File: src/rtl/shr_pkg.sv
package shr_pkg;
  localparam int FUNC_W = 6;

  localparam logic [FUNC_W-1:0] FN_SLL  = 6'h00;
  localparam logic [FUNC_W-1:0] FN_SRL  = 6'h02;
  localparam logic [FUNC_W-1:0] FN_SRA  = 6'h03;
  localparam logic [FUNC_W-1:0] FN_SLLV = 6'h04;
  localparam logic [FUNC_W-1:0] FN_SRLV = 6'h06;
  localparam logic [FUNC_W-1:0] FN_SRAV = 6'h07;

  typedef enum logic [2:0] {
    OP_NONE,
    OP_SLL,
    OP_SRL,
    OP_SRA,
    OP_ROR
  } shr_op_e;
endpackage

File: src/rtl/shr_decode.sv
module shr_decode
  import shr_pkg::*;
(
  input  logic [FUNC_W-1:0] func,
  input  logic              rot_sel_imm,
  input  logic              rot_sel_var,
  output shr_op_e           op,
  output logic              from_reg,
  output logic              valid
);
  always_comb begin
    op       = OP_NONE;
    from_reg = 1'b0;
    valid    = 1'b1;
    unique case (func)
      FN_SLL:  op = OP_SLL;
      FN_SRL:  op = rot_sel_imm ? OP_ROR : OP_SRL;
      FN_SRA:  op = OP_SRA;
      FN_SLLV: begin op = OP_SLL; from_reg = 1'b1; end
      FN_SRLV: begin op = rot_sel_var ? OP_ROR : OP_SRL; from_reg = 1'b1; end
      FN_SRAV: begin op = OP_SRA; from_reg = 1'b1; end
      default: valid = 1'b0;
    endcase
  end
endmodule

File: src/rtl/shr_amount.sv
module shr_amount #(
  parameter int DATA_W = 32,
  localparam int AMT_W = $clog2(DATA_W)
) (
  input  logic [AMT_W-1:0]  shamt_imm,
  input  logic [DATA_W-1:0] rs_val,
  input  logic              from_reg,
  output logic [AMT_W-1:0]  amt
);
  logic unused_rs_hi;
  assign unused_rs_hi = ^rs_val[DATA_W-1:AMT_W];

  always_comb begin
    amt = from_reg ? rs_val[AMT_W-1:0] : shamt_imm;
  end
endmodule

File: src/rtl/shr_core.sv
module shr_core
  import shr_pkg::*;
#(
  parameter int DATA_W = 32,
  localparam int AMT_W = $clog2(DATA_W)
) (
  input  shr_op_e           op,
  input  logic [AMT_W-1:0]  amt,
  input  logic [DATA_W-1:0] din,
  output logic [DATA_W-1:0] dout
);
  logic [DATA_W-1:0] stage [0:AMT_W];

  assign stage[0] = din;

  for (genvar k = 0; k < AMT_W; k++) begin : g_stage
    localparam int S = 1 << k;
    logic [DATA_W-1:0] cur;
    logic [DATA_W-1:0] moved;
    assign cur = stage[k];

    always_comb begin
      unique case (op)
        OP_SLL:  moved = {cur[DATA_W-1-S:0], {S{1'b0}}};
        OP_SRL:  moved = {{S{1'b0}}, cur[DATA_W-1:S]};
        OP_SRA:  moved = {{S{cur[DATA_W-1]}}, cur[DATA_W-1:S]};
        OP_ROR:  moved = {cur[S-1:0], cur[DATA_W-1:S]};
        default: moved = cur;
      endcase
    end

    assign stage[k+1] = amt[k] ? moved : cur;
  end

  always_comb begin
    dout = (op == OP_NONE) ? '0 : stage[AMT_W];
  end
endmodule

File: src/rtl/shr_unit.sv
module shr_unit
  import shr_pkg::*;
#(
  parameter int DATA_W = 32,
  localparam int AMT_W = $clog2(DATA_W)
) (
  input  logic [FUNC_W-1:0] func,
  input  logic [AMT_W-1:0]  shamt_imm,
  input  logic              rot_sel_imm,
  input  logic              rot_sel_var,
  input  logic [DATA_W-1:0] rs_val,
  input  logic [DATA_W-1:0] rt_val,
  output logic [DATA_W-1:0] result,
  output logic              valid
);
  shr_op_e          op;
  logic             from_reg;
  logic [AMT_W-1:0] amt;

  shr_decode u_dec (
    .func        (func),
    .rot_sel_imm (rot_sel_imm),
    .rot_sel_var (rot_sel_var),
    .op          (op),
    .from_reg    (from_reg),
    .valid       (valid)
  );

  shr_amount #(.DATA_W(DATA_W)) u_amt (
    .shamt_imm (shamt_imm),
    .rs_val    (rs_val),
    .from_reg  (from_reg),
    .amt       (amt)
  );

  shr_core #(.DATA_W(DATA_W)) u_core (
    .op   (op),
    .amt  (amt),
    .din  (rt_val),
    .dout (result)
  );
endmodule

File: config.mk
export PLATFORM = sky130hd
export DESIGN_NAME = shr_unit
export DESIGN_NICKNAME = d
export VERILOG_FILES = /design/src/rtl/shr_pkg.sv /design/src/rtl/shr_decode.sv /design/src/rtl/shr_amount.sv /design/src/rtl/shr_core.sv /design/src/rtl/shr_unit.sv
export SDC_FILE = /design/constraint.sdc
export NUM_CORES = 1
export LEC_CHECK = 0
export BUFFER_PORTS_ARGS = -buffer_cell sky130_fd_sc_hd__buf_2
export CORE_UTILIZATION = 63
export DETAILED_ROUTE_END_ITERATION = 7
export PLACE_DENSITY = 0.95
export SYNTH_ARGS = -nofsm -noshare
export SYNTH_HDL_FRONTEND = slang
export SYNTH_HIERARCHICAL = 1
export SYNTH_SLANG_ARGS = --single-unit
File: constraint.sdc
create_clock -name vclk -period 8.3
set_input_delay 0.415 -clock vclk [all_inputs]
set_output_delay 0.415 -clock vclk [all_outputs]
set_load 0.01 [all_outputs]
==> results.py, run 1 <==
metrics = {
    "routing": {
        "vias_per_cell": 8.394,
        "final_antenna_net_count": 0,
        "wl_per_cell_um": 25.20,
        "wl_met3_mm": 3.844,
        "initialDrtViolationCount": 1397,
        "wl_met2_mm": 8.549,
        "first_pass_iters": 8,
        "route.detailed.drc": 12,
        "top_layer_used": "met4",
        "vias": 7093,
        "routed_wl_mm": 21.29,
        "met1_length_mm": 7.492,
    },
    "floorplanning": {
        "dieArea_mm2": 0.008221,
        "die_w_um": 90.67,
        "num_io_pins": 110,
        "die_h_um": 90.67,
        "start_util_pct": 66.86,
        "core-area_mm2": 0.007408,
        "fp-row-count": 31,
    },
    "timing": {
        "hold_violations": 0,
        "fin_crit_sh_pct": 73.26,
        "final.setup.tns_ps": 0,
        "fin_crit_ps": 6081,
        "tightest_slew_ps": 1066,
        "max_freq_ghz": 0.1644,
        "holdWs_ps": 1212,
        "maxSlewHeadroom_pct": 28.92,
        "rsz0062_at_grt": "false",
        "setup_viol": 0,
        "drv_slew": 0,
    },
    "critical_path": {
        "end_kind": "output port",
        "worst_setup_path_start_kind": "primary input",
        "worstPathArrival_ps": 5670,
        "cp_max_fo": 76,
        "worst-setup-path-type": "primary input to output port",
        "required_ps": 7890,
    },
    "layout": {
        "post-route-util_pct": 69.68,
        "nClkBuffers": 0,
        "register_area_um2": 0,
        "design_area_mm2": 0.005162,
        "antenna_cells": 0,
        "multiInputGateArea_mm2": 0.004514,
        "drive_gt1_share_pct": 20.64,
        "fillers": 642,
        "syn2layout_area_growth_pct": 4.218,
        "numSequentialCells": 0,
        "nNetsFinal": 825,
    },
    "pwr": {
        "p_leak_nw": 1.920,
        "power_density_mw_per_mm2": 54.87,
        "ir_drop_mv": 0.04471,
        "power.total_mw": 0.2832,
    },
    "placement": {
        "gp_congestion": 1.135,
        "port-buffer-count": 83,
        "hpwl_mm": 14.79,
        "place_area_mm2": 0.005162,
    },
    "global_route": {
        "grt_pass1_wl_mm": 33.75,
        "grt_usage_pct": 49.68,
        "grt_overflow_total": 0,
        "grt_max_degree": 85,
        "grt_pass1_vias": 6364,
        "antenna_found_initial": 0,
    },
    "outcome": {
        "outcome": "complete, but fails checks",
        "violations": "design-rule violations",
    },
    "synthesis": {
        "netlist_area_mm2": 0.004954,
        "ys_seq_area_share_pct": 0,
        "ys_types": 92,
        "syn_inst": 733,
        "postSynthAreaPerCell_um2": 6.758,
        "synth.net_count": 810,
        "ys_warn_count": 6,
    },
    "clocking": {
        "ctsResizeCount": 0,
        "cts_setup_buffers": 0,
        "cts_hold_buf": 0,
    },
    "worst_hold_path": {
        "hold_class": "primary input to output port",
    },
    "job": {
        "cap_violations": 0,
    },
}
[placed cells by master (no fill, tap or decap), types with 13 or more instances in the layout]
cell,netlist,final
nor3_1,17,16
nand3_1,17,17
buf_2,30,83
o221ai_1,13,13
nand2b_1,24,24
a22oi_1,27,27
o21ai_0,23,23
a21oi_1,45,44
a221oi_1,18,18
a222oi_1,14,14
nand2_1,89,89
nor2b_1,14,14
nor2_1,53,53
a211oi_1,17,17
nor4bb_1,19,19
o22ai_1,24,24
[path summary, 6_finish.rpt]
| kind | startpoint | to | slack [ps] | depth (start not counted) |
|---|---|---|---|---|
| min | func[1] | valid | 1210 | 4 |
| max | func[5] | result[25] | 2220 | 14 |
[logic make-up after synthesis]
kind of cell,after synthesis,synth area share [%]
compound gates,324,52.44
buf+inv,90,9.320
mux,21,4.521
simple gates,298,33.72
[cell usage after synthesis, types with 13 or more instances]
master / instances / area (µm²)
o221ai_1: 13 / 113.9
a211oi_1: 17 / 127.6
nor4bb_1: 19 / 190.2
nand2b_1: 24 / 150.1
nor2_1: 53 / 198.9
a21oi_1: 45 / 225.2
nand2_1: 89 / 334.1
o21ai_0: 23 / 115.1
a22oi_1: 27 / 202.7
nand3_1: 17 / 85.08
clkbuf_1: 29 / 108.9
nor2b_1: 14 / 87.58
nor3_1: 17 / 85.08
buf_2: 30 / 150.1
a221oi_1: 18 / 157.7
a222oi_1: 14 / 140.1
o22ai_1: 24 / 150.1
[cell type report]
class	instances	share of cell area (%)
Multi-Input combinational cell	643	87.45
Timing Repair Buffer	92	9.355
Tap cell	99	2.399
Inverter	11	0.7998
[metrics by stage]
step	setup WS (ps)	std cells
2_1_floorplan	4221	733
3_3_place_gp	2584	845
3_5_place_dp	2404	845
4_1_cts	2401	845
5_1_grt	2077	845
6_report	2219	845
[routing by layer]
metal / vias to the layer above / global-route usage [%]
met5: - / 0
met4: 0 / 24.33
met3: 185 / 14.56
met2: 827 / 73.80
met1: 3103 / 64.81
li1: 2978 / -
[critical path, stage by stage]
cell	delay [ps]
buf_2	110
or3_1	420
nor3b_1	690
mux2_2	290
buf_4	630
inv_1	640
or4_1	660
a221oi_1	350
nor3b_2	480
nor2_1	90
a2111o_1	430
o31ai_1	100
a21boi_1	120
buf_2	190
[power breakdown]
group	switching [mW]	internal (mW)	total (mW)	leakage [nW]
combinational	0.186	0.0975	0.283	1.92
sequential	0	0	0	0
clock	0	0	0	0
(Power assumes the default switching activity.)
==> run 2, diff against run 1 <==
--- a/config.mk
+++ b/config.mk
@@ -5,10 +5,11 @@
 export SDC_FILE = /design/constraint.sdc
 export NUM_CORES = 1
 export LEC_CHECK = 0
+export ABC_AREA = 1
 export BUFFER_PORTS_ARGS = -buffer_cell sky130_fd_sc_hd__buf_2
-export CORE_UTILIZATION = 63
+export CORE_UTILIZATION = 50
 export DETAILED_ROUTE_END_ITERATION = 7
-export PLACE_DENSITY = 0.95
+export PLACE_DENSITY = 0.93
 export SYNTH_ARGS = -nofsm -noshare
 export SYNTH_HDL_FRONTEND = slang
 export SYNTH_HIERARCHICAL = 1
==> constraint.sdc (replaced) <==
create_clock -name vclk -period 5.3
set_input_delay 0.265 -clock vclk [all_inputs]
set_output_delay 0.265 -clock vclk [all_outputs]
set_load 0.01 [all_outputs]
==> results.py, run 2 <==
metrics = {
    "layout": {
        "antenna_cells": 0,
        "register_area_um2": 0,
        "nClkBuffers": 0,
        "fillers": 683,
        "final_cells": 949,
        "numSequentialCells": 0,
        "nNetsFinal": 932,
        "syn2layout_area_growth_pct": 11.01,
        "design_area_mm2": 0.003886,
        "layout_common_cells": "343 x nand2_1, 186 x nand3_1, 83 x buf_2, 67 x a21oi_1, 64 x nor2_1",
        "final_common_cell": "nand2_1",
        "drive_gt1_share_pct": 12.31,
    },
    "global_route": {
        "grt_max_degree": 44,
        "grt_util_met2_pct": 55.78,
        "grt_pass1_vias": 4883,
        "grt_util_met3_pct": 4.524,
        "grt_pass1_wl_mm": 20.88,
        "grt_busiest_layer": "met2",
        "grt_overflow_total": 0,
        "antenna_found_initial": 0,
        "grt_usage_pct": 33.34,
        "met1_usage_pct": 41.66,
    },
    "routing": {
        "wl_per_cell_um": 13.03,
        "route.detailed.drc": 0,
        "final_antenna_net_count": 0,
        "routed_wl_mm": 12.37,
        "vias": 5687,
        "first_pass_iters": 7,
        "vias_per_cell": 5.993,
        "initialDrtViolationCount": 1172,
    },
    "timing": {
        "tightest_slew_ps": 1168,
        "setup_viol": 0,
        "rsz0062_at_grt": "false",
        "drv_slew": 0,
        "fin_crit_ps": 4331,
        "fin_crit_sh_pct": 81.71,
        "hold_violations": 0,
        "final.setup.tns_ps": 0,
        "max_freq_ghz": 0.2309,
        "maxSlewHeadroom_pct": 21.85,
    },
    "placement": {
        "dp_cells": 949,
        "gp_congestion": 1.025,
        "place_area_mm2": 0.003886,
        "hpwl_mm": 9.089,
        "port-buffer-count": 83,
    },
    "synthesis": {
        "yosysTopAreaCellShare_pct": 36.78,
        "synth-xor-area-share_pct": 0,
        "synth_fa_ha_area_share_pct": 0,
        "syn_inst": 807,
        "synthMuxAreaShare_pct": 0,
        "ys_seq_area_share_pct": 0,
        "synth_common_cells": "343 x nand2_1, 186 x nand3_1, 67 x a21oi_1",
        "synth_simple_gate_area_share_pct": 76.38,
        "yosys-top-cells-area": "nand2_1 37%, nand3_1 27%, a21oi_1 9.6%",
        "ys_warn_count": 6,
        "ys_types": 23,
        "synth_top_family_by_area": "simple AND/OR/NAND/NOR gates",
        "synth.net_count": 884,
        "synth_largest_area_cell": "nand2_1",
        "postSynthAreaPerCell_um2": 4.338,
        "netlist_area_mm2": 0.003501,
        "synth-compound-area-share_pct": 11.72,
        "synth_most_common_cell": "nand2_1",
    },
    "critical_path": {
        "cpPeakStageDelay_ps": 520,
        "cp_max_fo": 36,
        "end_kind": "output port",
        "crit_chain": "buf_2 > inv_1 > nand2_1 > nor2_1 > nand3_1 > o21ai_1 > inv_2 > nand3_2 > buf_4 > nand3_2 > nand2_2 > inv_2 > nand2_1 > nand3_1 > nand3_1 > nand2_1 > nand3_1 > nand2_1 > nand3_1 > nand2_1 > nand2_1 > nor2_1 > nor2_1 > buf_2",
        "slowest_stage": "nand2_2",
        "crit_top_cell": "nand2_1",
        "worst-setup-path-type": "primary input to output port",
        "required_ps": 5040,
        "worstPathArrival_ps": 4070,
        "worst_setup_path_start_kind": "primary input",
    },
    "worst_hold_path": {
        "hold_class": "primary input to output port",
    },
    "floorplanning": {
        "fp-row-count": 30,
        "start_util_pct": 51.53,
        "die_w_um": 85.68,
        "core-area_mm2": 0.006794,
        "num_io_pins": 110,
        "dieArea_mm2": 0.007340,
        "die_h_um": 85.68,
    },
    "pwr": {
        "power.total_mw": 0.3413,
        "power.switching_mw": 0.2324,
        "power_density_mw_per_mm2": 87.83,
        "netSwitchingFraction_pct": 68.08,
        "p_seq_share_pct": 0,
        "p_leak_nw": 2.170,
        "ir_drop_mv": 0.04608,
        "p_comb_share_pct": 100.0,
        "pwr-share-clk_pct": 0,
        "intPower_mw": 0.1090,
    },
    "clocking": {
        "cts_setup_buffers": 0,
        "ctsResizeCount": 0,
        "cts_hold_buf": 0,
    },
    "job": {
        "cap_violations": 0,
    },
    "outcome": {
        "outcome": "completed",
    },
}
==> run 2: kinds of logic after synthesis <==
group	Yosys count
AO/OA/AOI/OAI	81
buffers and inverters	100
AND/OR/NAND/NOR	626
==> run 2: worst paths after layout <==
check | from | end | slack, ps | cells past startpoint
worst max-delay path | func[3] | result[29] | 970 | 24
worst min-delay path | func[4] | valid | 910 | 5
==> run 2: critical path, delay by kind of cell <==
kind                   cells  cell delay (ps)
AOI/OAI and AO/OA          1              160
buffers and inverters      6             1150
and+or+nand+nor           17             2450
==> run 2: power groups by stage <==
stage / clock network, mW / registers (mW) / logic (mW)
global placement: 0 / 0 / 0.319
CTS: 0 / 0 / 0.328
floorplan: 0 / 0 / 0.237
global route: 0 / 0 / 0.379
detailed placement: 0 / 0 / 0.327
finish: 0 / 0 / 0.341
==> run 2: per-stage QoR <==
stage	hold slack (ps)	setup slack [ps]	utilization, %
after CTS	912.7	1159	57.20
final	911.3	969.4	57.20
after global placement	903.3	1259	57.20
after global routing	972.3	643.8	57.20
after detailed placement	911.1	1169	57.20
after floorplan	676.6	2583	-
==> run 2: cell type report <==
class / count / area [µm²] / area share, %
multi-input combinational: 707 / 3084 / 79.36
timing repair buffer: 91 / 475.5 / 12.23
inverter: 55 / 206.4 / 5.312
tap: 96 / 120.1 / 3.091
==> run 2: layer usage <==
layer  vias to the layer above  part of all wire (%)
li1                       2740                     -
met1                      2375                    37
met2                       480                    45
met3                        92                    13
met4                         0                   5.3
met5                         -                     0
